**config.mk**
```make
export PLATFORM = sky130hd
export DESIGN_NAME = cfa_coef_sel
export DESIGN_NICKNAME = d
export VERILOG_FILES = /design/src/rtl/cfa_sel_pkg.sv /design/src/rtl/cfa_pattern_regs.sv /design/src/rtl/cfa_pos_seq.sv /design/src/rtl/cfa_coef_bank.sv /design/src/rtl/cfa_coef_sel.sv
export SDC_FILE = /design/constraint.sdc
export NUM_CORES = 1
export LEC_CHECK = 0
export BUFFER_PORTS_ARGS = -buffer_cell sky130_fd_sc_hd__buf_4
export CORE_MARGIN = 4
export CORE_UTILIZATION = 30
export DETAILED_ROUTE_END_ITERATION = 6
export GPL_TIMING_DRIVEN = 0
export PLACE_DENSITY = 0.43
export SLEW_MARGIN = 10
export SYNTH_ARGS = -nofsm -noshare
export SYNTH_HDL_FRONTEND = slang
export SYNTH_SLANG_ARGS = --single-unit
```
**constraint.sdc**
```tcl
create_clock -name clk -period 5.7 [get_ports clk]
set_input_delay 0.855 -clock clk [delete_from_list [all_inputs] [get_ports clk]]
set_output_delay 0.855 -clock clk [all_outputs]
set_load 0.02 [all_outputs]
```
**src/rtl/cfa_sel_pkg.sv**
```systemverilog
package cfa_sel_pkg;

  localparam int LINES = 2;

  typedef enum logic [2:0] {
    RK_NONE,
    RK_GAIN,
    RK_OFFS,
    RK_LCFG,
    RK_LDEF
  } reg_kind_e;

  // Address plan: gains, then offsets, then one pattern byte per line, then lengths.
  function automatic reg_kind_e reg_kind(input int unsigned addr, input int unsigned sets);
    if (addr < sets)                return RK_GAIN;
    else if (addr < 2 * sets)       return RK_OFFS;
    else if (addr < 2 * sets + 2)   return RK_LCFG;
    else if (addr == 2 * sets + 2)  return RK_LDEF;
    else                            return RK_NONE;
  endfunction

endpackage

```
**src/rtl/cfa_pattern_regs.sv**
```systemverilog
module cfa_pattern_regs
  import cfa_sel_pkg::*;
#(
  parameter int SET_CNT = 4,
  parameter int POS_CNT = 4,
  parameter int ADDR_W  = 4,
  parameter int DATA_W  = 8,
  localparam int SET_W  = $clog2(SET_CNT),
  localparam int POS_W  = $clog2(POS_CNT),
  localparam int CFG_W  = SET_W * POS_CNT
) (
  input  logic                              clk,
  input  logic                              rst,
  input  logic                              wr_en,
  input  logic [ADDR_W-1:0]                 wr_addr,
  input  logic [DATA_W-1:0]                 wr_data,
  input  logic                              load,
  output logic [LINES-1:0][CFG_W-1:0]       eff_cfg,
  output logic [LINES-1:0][POS_W-1:0]       eff_cnt,
  output logic [LINES-1:0][POS_W-1:0]       act_cnt
);

  localparam int CFG_BASE = 2 * SET_CNT;
  localparam int DEF_ADDR = 2 * SET_CNT + LINES;

  logic [LINES-1:0][CFG_W-1:0] stg_cfg, act_cfg;
  logic [LINES-1:0][POS_W-1:0] stg_cnt, act_cnt_q;

  for (genvar l = 0; l < LINES; l++) begin : g_line
    always_ff @(posedge clk) begin
      if (rst) begin
        stg_cfg[l]   <= '0;
        stg_cnt[l]   <= '0;
        act_cfg[l]   <= '0;
        act_cnt_q[l] <= '0;
      end else begin
        // the active copy takes the staged value as it stood before this edge
        if (load) begin
          act_cfg[l]   <= stg_cfg[l];
          act_cnt_q[l] <= stg_cnt[l];
        end
        if (wr_en && wr_addr == ADDR_W'(CFG_BASE + l))
          stg_cfg[l] <= wr_data[CFG_W-1:0];
        if (wr_en && wr_addr == ADDR_W'(DEF_ADDR))
          stg_cnt[l] <= wr_data[l*POS_W +: POS_W];
      end
    end
  end

  // on a strobe cycle the pixel path already sees the pattern it is about to load
  assign eff_cfg = load ? stg_cfg : act_cfg;
  assign eff_cnt = load ? stg_cnt : act_cnt_q;
  assign act_cnt = act_cnt_q;

  a_r7_active_stable: assert property (@(posedge clk) disable iff (rst)
    !load |=> ($stable(act_cfg) && $stable(act_cnt_q)));

endmodule

```
**src/rtl/cfa_pos_seq.sv**
```systemverilog
module cfa_pos_seq
  import cfa_sel_pkg::*;
#(
  parameter int SET_CNT = 4,
  parameter int POS_CNT = 4,
  localparam int SET_W  = $clog2(SET_CNT),
  localparam int POS_W  = $clog2(POS_CNT),
  localparam int CFG_W  = SET_W * POS_CNT
) (
  input  logic                          clk,
  input  logic                          rst,
  input  logic                          pix_valid,
  input  logic                          line_start,
  input  logic                          frame_start,
  input  logic [LINES-1:0][CFG_W-1:0]   eff_cfg,
  input  logic [LINES-1:0][POS_W-1:0]   eff_cnt,
  output logic [SET_W-1:0]              sel_idx,
  output logic                          cur_line,
  output logic [POS_W-1:0]              cur_pos
);

  logic             line_q;
  logic [POS_W-1:0] pos_q;
  logic             e_line;
  logic [POS_W-1:0] e_pos;
  logic [POS_W-1:0] n_pos;

  always_comb begin
    if (frame_start) begin
      e_line = 1'b0;
      e_pos  = '0;
    end else if (line_start) begin
      e_line = ~line_q;
      e_pos  = '0;
    end else begin
      e_line = line_q;
      e_pos  = pos_q;
    end
    sel_idx = eff_cfg[e_line][e_pos*SET_W +: SET_W];
    if (!pix_valid)                  n_pos = e_pos;
    else if (e_pos == eff_cnt[e_line]) n_pos = '0;
    else                             n_pos = e_pos + 1'b1;
  end

  always_ff @(posedge clk) begin
    if (rst) begin
      line_q <= 1'b0;
      pos_q  <= '0;
    end else begin
      line_q <= e_line;
      pos_q  <= n_pos;
    end
  end

  assign cur_line = line_q;
  assign cur_pos  = pos_q;

  a_r5_line_toggle: assert property (@(posedge clk) disable iff (rst)
    (line_start && !frame_start) |=> (line_q != $past(line_q)));

  a_r5_pos_restart: assert property (@(posedge clk) disable iff (rst)
    ((line_start || frame_start) && !pix_valid) |=> (pos_q == '0));

  a_r6_frame_line0: assert property (@(posedge clk) disable iff (rst)
    frame_start |=> (line_q == 1'b0));

  a_r10_idle_hold: assert property (@(posedge clk) disable iff (rst)
    (!pix_valid && !line_start && !frame_start) |=> $stable(pos_q));

endmodule

```
**src/rtl/cfa_coef_bank.sv**
```systemverilog
module cfa_coef_bank
  import cfa_sel_pkg::*;
#(
  parameter int SET_CNT = 4,
  parameter int COEF_W  = 8,
  parameter int ADDR_W  = 4,
  parameter int DATA_W  = 8,
  localparam int SET_W  = $clog2(SET_CNT)
) (
  input  logic               clk,
  input  logic               rst,
  input  logic               wr_en,
  input  logic [ADDR_W-1:0]  wr_addr,
  input  logic [DATA_W-1:0]  wr_data,
  input  logic               rd_en,
  input  logic [SET_W-1:0]   rd_idx,
  output logic [COEF_W-1:0]  rd_gain,
  output logic [COEF_W-1:0]  rd_offs
);

  logic [COEF_W-1:0] gain_mem [SET_CNT];
  logic [COEF_W-1:0] offs_mem [SET_CNT];
  reg_kind_e         kind;
  logic [SET_W-1:0]  g_idx, o_idx;

  assign kind  = reg_kind(int'(wr_addr), SET_CNT);
  assign g_idx = wr_addr[SET_W-1:0];
  assign o_idx = SET_W'(wr_addr - ADDR_W'(SET_CNT));

  for (genvar k = 0; k < SET_CNT; k++) begin : g_set
    always_ff @(posedge clk) begin
      if (rst) begin
        gain_mem[k] <= '0;
        offs_mem[k] <= '0;
      end else if (wr_en) begin
        if (kind == RK_GAIN && g_idx == SET_W'(k)) gain_mem[k] <= wr_data[COEF_W-1:0];
        if (kind == RK_OFFS && o_idx == SET_W'(k)) offs_mem[k] <= wr_data[COEF_W-1:0];
      end
    end
  end

  // registered read: a write in the same cycle is seen by the next pixel
  always_ff @(posedge clk) begin
    if (rst) begin
      rd_gain <= '0;
      rd_offs <= '0;
    end else if (rd_en) begin
      rd_gain <= gain_mem[rd_idx];
      rd_offs <= offs_mem[rd_idx];
    end
  end

  a_r8_idle_read_hold: assert property (@(posedge clk) disable iff (rst)
    !rd_en |=> ($stable(rd_gain) && $stable(rd_offs)));

endmodule

```
**src/rtl/cfa_coef_sel.sv**
```systemverilog
module cfa_coef_sel
  import cfa_sel_pkg::*;
#(
  parameter int SET_CNT = 4,
  parameter int POS_CNT = 4,
  parameter int COEF_W  = 8,
  parameter int ADDR_W  = 4,
  parameter int DATA_W  = 8,
  localparam int SET_W  = $clog2(SET_CNT),
  localparam int POS_W  = $clog2(POS_CNT),
  localparam int CFG_W  = SET_W * POS_CNT
) (
  input  logic              clk,
  input  logic              rst,
  input  logic              wr_en,
  input  logic [ADDR_W-1:0] wr_addr,
  input  logic [DATA_W-1:0] wr_data,
  input  logic              pix_valid,
  input  logic              line_start,
  input  logic              frame_start,
  output logic              out_valid,
  output logic [SET_W-1:0]  out_set,
  output logic [COEF_W-1:0] out_gain,
  output logic [COEF_W-1:0] out_offset
);

  logic                        strobe;
  logic [LINES-1:0][CFG_W-1:0] eff_cfg;
  logic [LINES-1:0][POS_W-1:0] eff_cnt;
  logic [LINES-1:0][POS_W-1:0] act_cnt;
  logic [SET_W-1:0]            sel_idx;
  logic                        cur_line;
  logic [POS_W-1:0]            cur_pos;

  assign strobe = line_start | frame_start;

  cfa_pattern_regs #(
    .SET_CNT(SET_CNT), .POS_CNT(POS_CNT), .ADDR_W(ADDR_W), .DATA_W(DATA_W)
  ) u_pat (
    .clk(clk), .rst(rst), .wr_en(wr_en), .wr_addr(wr_addr), .wr_data(wr_data),
    .load(strobe), .eff_cfg(eff_cfg), .eff_cnt(eff_cnt), .act_cnt(act_cnt)
  );

  cfa_pos_seq #(
    .SET_CNT(SET_CNT), .POS_CNT(POS_CNT)
  ) u_seq (
    .clk(clk), .rst(rst), .pix_valid(pix_valid), .line_start(line_start),
    .frame_start(frame_start), .eff_cfg(eff_cfg), .eff_cnt(eff_cnt),
    .sel_idx(sel_idx), .cur_line(cur_line), .cur_pos(cur_pos)
  );

  cfa_coef_bank #(
    .SET_CNT(SET_CNT), .COEF_W(COEF_W), .ADDR_W(ADDR_W), .DATA_W(DATA_W)
  ) u_bank (
    .clk(clk), .rst(rst), .wr_en(wr_en), .wr_addr(wr_addr), .wr_data(wr_data),
    .rd_en(pix_valid), .rd_idx(sel_idx), .rd_gain(out_gain), .rd_offs(out_offset)
  );

  always_ff @(posedge clk) begin
    if (rst) begin
      out_valid <= 1'b0;
      out_set   <= '0;
    end else begin
      out_valid <= pix_valid;
      if (pix_valid) out_set <= sel_idx;
    end
  end

  a_r2_valid_follows: assert property (@(posedge clk) disable iff (rst)
    pix_valid |=> out_valid);

  a_r2_idle_hold: assert property (@(posedge clk) disable iff (rst)
    !pix_valid |=> (!out_valid && $stable(out_set)));

  a_r4_pos_in_range: assert property (@(posedge clk) disable iff (rst)
    cur_pos <= act_cnt[cur_line]);

endmodule

```
**Yosys cells after proc, flatten, opt, wreduce, memory -nomap -nowiden**

Memories as Yosys holds them, arrays and structs flattened. A register that Yosys moved wholly into a read port is not among the register bits.
Index checks and enable logic that the tools add are counted.

- Shifts and indexed selects: 1
- Bitwise operators: 10
- $add $sub $neg: 2
- Order comparisons: 4
- Multiplexer cells: 58
- Equal/unequal tests: 12
- Reduce and logical (&&, ||, !) cells: 13

Operators by type and width:

| kind | count |
|---|---|
| $mux W8 | 10 |
| $mux W1 | 36 |
| $mux W16 | 1 |
| $eq A4 B4 Y1 const B | 3 |
| $mux W2 | 6 |
| $mux W3 | 4 |
| $logic_and A1 B1 Y1 | 11 |
| $or A1 B1 Y1 | 9 |
| $eq A2 B2 Y1 const B | 4 |
| $lt A4 B4 Y1 const B | 2 |
| $shiftx A8 B4 Y2 | 1 |
| $eq A2 B1 Y1 const B | 2 |
| $logic_not A2 Y1 | 2 |
| $lt A4 B3 Y1 const B | 1 |
| $mux W4 | 1 |
| $eq A3 B1 Y1 const B | 1 |
| $eq A3 B2 Y1 const B | 1 |
| $add A2 B1 Y2 const B | 1 |
| $eq A2 B2 Y1 | 1 |
| $lt A1 B2 Y1 const B | 1 |
| $sub A2 B1 Y2 const B | 1 |
| $not A1 Y1 | 1 |

- Input port bits: 18
- Memories kept: 2
- Output and inout port bits: 19
- Word-level logic and storage cells: 114
- RAM bits: 64
- Flip-flop bits (word level): 46

Memories:

| name | depth | width | read ports | clocked after Yosys merged registers in | wr ports | line | source |
|---|---|---|---|---|---|---|---|
| u_bank.gain_mem | 4 | 8 | 1 | 1 | 4 | cfa_coef_bank.sv:21 | `logic [COEF_W-1:0] gain_mem [SET_CNT];` |
| u_bank.offs_mem | 4 | 8 | 1 | 1 | 4 | cfa_coef_bank.sv:22 | `logic [COEF_W-1:0] offs_mem [SET_CNT];` |

**Logic depth before layout (Yosys ltp)**

- Depth after elaboration: 12
- Mapped depth: 9
- Mapped depth without buffers: 6

**Cells and area by module**

Synthesis repeated with hierarchy kept, for this count alone.

- Cell total of the unflattened synthesis: 481
- Area total of the unflattened synthesis: 5820.6 um^2

Modules (own cells, without submodules):

| module | area each (um^2) | times used | cells each | seq. area each (um^2) |
|---|---|---|---|---|
| cfa_coef_bank | 3598.5 | 1 | 261 | 2242.2 |
| cfa_pattern_regs | 1611.5 | 1 | 143 | 800.8 |
| cfa_pos_seq | 510.5 | 1 | 68 | 60.1 |
| cfa_coef_sel | 100.1 | 1 | 9 | 60.1 |

**Worst setup path after synthesis**

Ideal clock, no wire load.

- Path kind: input-to-reg
- Start: input port wr_addr[0]
- End: memory u_bank.gain_mem[0][0] (enable)
- Setup slack: 3.314 ns
- Buffers on the path: 0
- Arrival: 1.999 ns
- Setup time: 0.387 ns
- Stages on the path: 2
- Required time: 5.313 ns
- Cell sequence: or3b_1 o31ai_1

RTL lines:

| what | line | source |
|---|---|---|
| from (decl) | cfa_coef_sel.sv:16 | `input logic [ADDR_W-1:0] wr_addr,` |
| to (decl) | cfa_coef_bank.sv:21 |  |

**Worst setup path after layout**

- Start: input port frame_start
- End: register u_bank.rd_offs[2], read port of u_bank.offs_mem

- Longest elaborated chain between the ends: 5
- Elaborated cells on any way between the ends: 7
- Those cells by class: shift (1); mux (5); bitwise (1)

Ends and longest elaborated chain:

| what | line | source |
|---|---|---|
| from (decl) | cfa_coef_sel.sv:20 | `input logic frame_start,` |
| $or A1 B1 Y1 | cfa_coef_sel.sv:35 | `assign strobe = line_start \| frame_start;` |
| $mux W16 | cfa_pattern_regs.sv:51 | `assign eff_cfg = load ? stg_cfg : act_cfg;` |
| $mux W8 (implied by the code) (2 in series) | cfa_pos_seq.sv:39 | `sel_idx = eff_cfg[e_line][e_pos*SET_W +: SET_W];` |
| $shiftx A8 B4 Y2 * | cfa_pos_seq.sv:39 |  |
| to (decl) | cfa_coef_bank.sv:18 | `output logic [COEF_W-1:0] rd_offs` |

Mark *: on every way between the ends. The rest lies on a longest branch, timed or not. The select of a mux whose other input is x is not followed.
A chain may end at the register's enable or synchronous reset.

==> results.txt <==
----------------------------------------------------
[Critical path]
  Crit-path slowest cell ... sky130_fd_sc_hd__or3b_4
  Arrival time at the worst endpoint ... approximately 2800 ps
  Sequence of cells on the critical path ... buf_4, buf_6, or3b_4, a21oi_2, o2111ai_2, nand2_4, buf_12, mux2i_1, o221ai_1
  Data required time of the worst path ... about 6000 ps
  Worst Path Buf+Inv ... 3
  Worst Setup End Kind ... flop
  Type of the setup path with the least slack ... primary input to flop
  Kind of cell adding the most delay to the critical path ... simple AND/OR/NAND/NOR gates
  Largest fanout of any net on the critical path ... 10
  Delay contributed by the slowest stage of the critical path ... about 380 ps
  Crit path launch type ... primary input

[Floorplanning]
  Die Height ... approximately 140 um
  Count of pins on the block boundary ... 37
  Effective utilization at floorplan ... 0.310
  X dimension of the die ... roughly 140 um
  Core box area ... roughly 17000 um2
  Die area ... 20300 um2
  Number of standard-cell rows in the floorplan ... 48

[CTS]
  Quantity of gates resized following cts ... 0
  Clock tree from TritonCTS ... built
  Master cell of the clock root buffer ... sky130_fd_sc_hd__clkbuf_16
  Hold buffer count at cts ... 0
  # Post-CTS Setup Buffers ... 0
  TritonCTS buffer count ... 17
  Buffer levels on the longest clock path ... 2
  CTS HTree Levels ... 4
  Worst-Skew Late Latency ... a little over 400 ps
  Number of sinks driven by the clock tree ... roughly 130
  Register clock-pin slew on the reported worst setup and hold paths ... ~50 ps

[Timing]
  Setup repair after global routing missed its margin ... false
  Summed negative setup slack over all endpoints ... 0 ps
  Final period demand of the worst path ... between 2000 and 2500 ps
  Setup clock skew after layout ... between 7 and 8 ps
  Max-slew violation count ... 0
  Max transition margin ... 0.175
  Highest clock rate ... between 0.4 and 0.5 GHz
  Transition time at the pin with the least slew margin ... roughly 1200 ps
  Final hold violations ... 0
  Setup violation total in the final timing report ... 0
  Setup WS post-layout ... between 3000 and 4000 ps
  Post-route clock period utilization ... 0.437

[Final layout]
  Final standard cell utilization of the core ... 0.377
  Diodes inserted ... 0
  Register cell area after layout ... approximately 3200 um2
  Footprint of the multi-input gates ... 2080 um2
  Net count reported at finish ... between 500 and 600
  Layout overhead on the synthesized area ... 21.6%
  Share of cells above drive strength 1 ... 0.168
  Filler cell count in the final layout ... between 1500 and 2000
  Fin area ... ~6600 um2

[Synthesis]
  Post-synth EDFFs ... 64
  Most numerous cell types in the synthesized netlist ... sky130_fd_sc_hd__and2_1, sky130_fd_sc_hd__edfxtp_1, sky130_fd_sc_hd__dfxtp_1
  Fraction of post-synthesis cell area in the top cell type by area ... 0.355
  Portion of the post-synthesis area used by sequential elements ... 0.584
  Number of different library cells in the post-synthesis netlist ... 45
  Net count of the mapped netlist ... a little under 500
  Syn Std Cell Area ... about 5400 um2
  Most used flip-flop cell after synthesis ... sky130_fd_sc_hd__edfxtp_1
  Share of synthesized flip-flops with an asynchronous set or reset ... 0
  Mapped Cells ... approximately 480
  Biggest area contributors in the synthesized netlist ... sky130_fd_sc_hd__edfxtp_1, sky130_fd_sc_hd__dfxtp_1, sky130_fd_sc_hd__mux2i_1, sky130_fd_sc_hd__and2_1, sky130_fd_sc_hd__nand2_1
  Count of state elements after synthesis ... between 100 and 150
  Average cell area after synthesis ... 11.3 um2
  Yosys top cell by area ... sky130_fd_sc_hd__edfxtp_1
  Number of warnings reported in the yosys synthesis log ... 0

[Min path]
  Hold WC Path Type ... flop to flop

[Global route]
  Number of antenna violations at the first check in global routing ... 0
  Number of global-route vias before repair ... ~3800
  Pin count of the biggest net entering global routing ... 17
  Total GRT Usage ... 0.147
  First-pass GRT wire length ... between 20000 and 25000 um
  Global route overflow ... 0

[Detailed routing]
  Number of violations reported at the end of detailed-routing iteration 0 ... a little over 200
  Wire length reported by the detailed router ... approximately 14000 um
  Detailed-router iteration count before antenna repair ... 5
  DRC errors left ... 0
  Wire length per cell after detailed routing ... roughly 18 um
  ANT nets after route ... 0
  Via density ... between 4 and 5
  Via count ... around 3700

[Placement]
  Post-place setup slack ... approximately 2800 ps
  Number of input and output port buffers inserted ... 35
  Standard cell area after detailed placement ... ~6000 um2
  DP Wirelength ... 10100 um
  Last weighted congestion value of the routability-driven placer ... slightly above 0.8

[Flow run]
  Max cap viols ... 0

[Pwr]
  PD cells ... 339 nW/um2
  Total power of the final layout ... 2.23 mW
  Leakage component of the power ... about 2.3 nW
  Maximum resistive drop on vdd ... roughly 220 uV

[Status]
  Run status ... finished, final reports clean

----------------------------------------------------
per-layer routing:
layer	part of all wire	routed length, um	up-vias	track usage
met4	0.014	202	0	0.0490
met2	0.46	6520	76	0.228
li1	-	-	1811	-
met5	0	0	-	0
met3	0.035	495	14	0.0319
met1	0.49	7010	1809	0.205
logic make-up after synthesis:
logic type | count (synthesis) | synth area share
xor+xnor | 2 | 0.00323
flops | 126 | 0.584
mux | 59 | 0.109
simple gates | 186 | 0.173
compound gates | 73 | 0.0943
buf+inv | 33 | 0.0360
state kept, by name, indices dropped and copies added, names as in the netlist:
register         count
u_bank.offs_mem     32
u_pat.stg_cnt        4
u_bank.rd_gain       8
out_valid            1
u_seq.cur_line       1
u_pat.act_cnt        4
u_seq.cur_pos        2
u_pat.stg_cfg       16
out_set              2
u_bank.rd_offs       8
u_pat.act_cfg       16
u_bank.gain_mem     32
power breakdown:
group          leakage [nW]  internal [mW]  switching [mW]  total, mW
combinational         0.896         0.0587           0.106      0.164
sequential             1.12          0.995          0.0155       1.01
clock                 0.293          0.682           0.376       1.06
worst reg2reg max path: stages, from the launching register on:
cell                       delay, ps
sky130_fd_sc_hd__dfxtp_1         290
sky130_fd_sc_hd__buf_2           180
sky130_fd_sc_hd__buf_6           170
sky130_fd_sc_hd__a21oi_2         220
sky130_fd_sc_hd__nor2_1           70
sky130_fd_sc_hd__nor3_1          390
sky130_fd_sc_hd__o21ai_1         170
sky130_fd_sc_hd__nand2_2         210
sky130_fd_sc_hd__buf_2           310
sky130_fd_sc_hd__o221ai_1        150
cell usage in the layout, fill, tap and decap left out, drive strengths merged:
cell type	count
a311oi	2
o211ai	4
edfxtp	64
o32ai	2
nand2	61
o2bb2ai	2
nand2b	8
buf	49
o21ai	6
nor2	37
mux2i	57
and2	64
nor3	3
or3	3
a32oi	1
or2	2
bufinv	1
nand3	2
o31ai	4
nand3b	2
o22ai	2
nor2b	1
nand4b	1
clkinv	4
xnor2	2
clkbuf	44
dfxtp	62
or3b	2
a21o	1
o221ai	17
mux2	2
o2111ai	1
inv	5
a21oi	31
per-stage QoR:
stage / hold slack (ps) / cells
floorplan: 427 / 479
global placement: 440 / 739
detailed placement: 447 / 742
CTS: 454 / 774
global route: 474 / 774
finish: 453 / 774
final timing paths:
| kind | from | to | slack (ps) | cells after the start |
|---|---|---|---|---|
| max | frame_start | u_bank.rd_offs[2]$_SDFFE_PP0P_ | 3210 | 9 |
| min | u_pat.act_cnt[0]$_SDFFE_PP0N_ | u_pat.act_cnt[0]$_SDFFE_PP0N_ | 450 | 2 |
| max reg2reg | u_seq.cur_line$_SDFF_PP0_ | u_bank.rd_offs[4]$_SDFFE_PP0P_ | 3400 | 9 |
| min reg2reg | u_pat.act_cnt[0]$_SDFFE_PP0N_ | u_pat.act_cnt[0]$_SDFFE_PP0N_ | 450 | 2 |
layout make-up:
type	count	area share
Tap cell	225	0.0427
Multi-Input combinational cell	320	0.315
Sequential cell	126	0.480
Timing Repair Buffer	38	0.0433
Clock inverter	5	0.00779
Buffer	28	0.0268
Inverter	5	0.00285
Clock buffer	27	0.0811
Power figures use the tool's default switching activity.
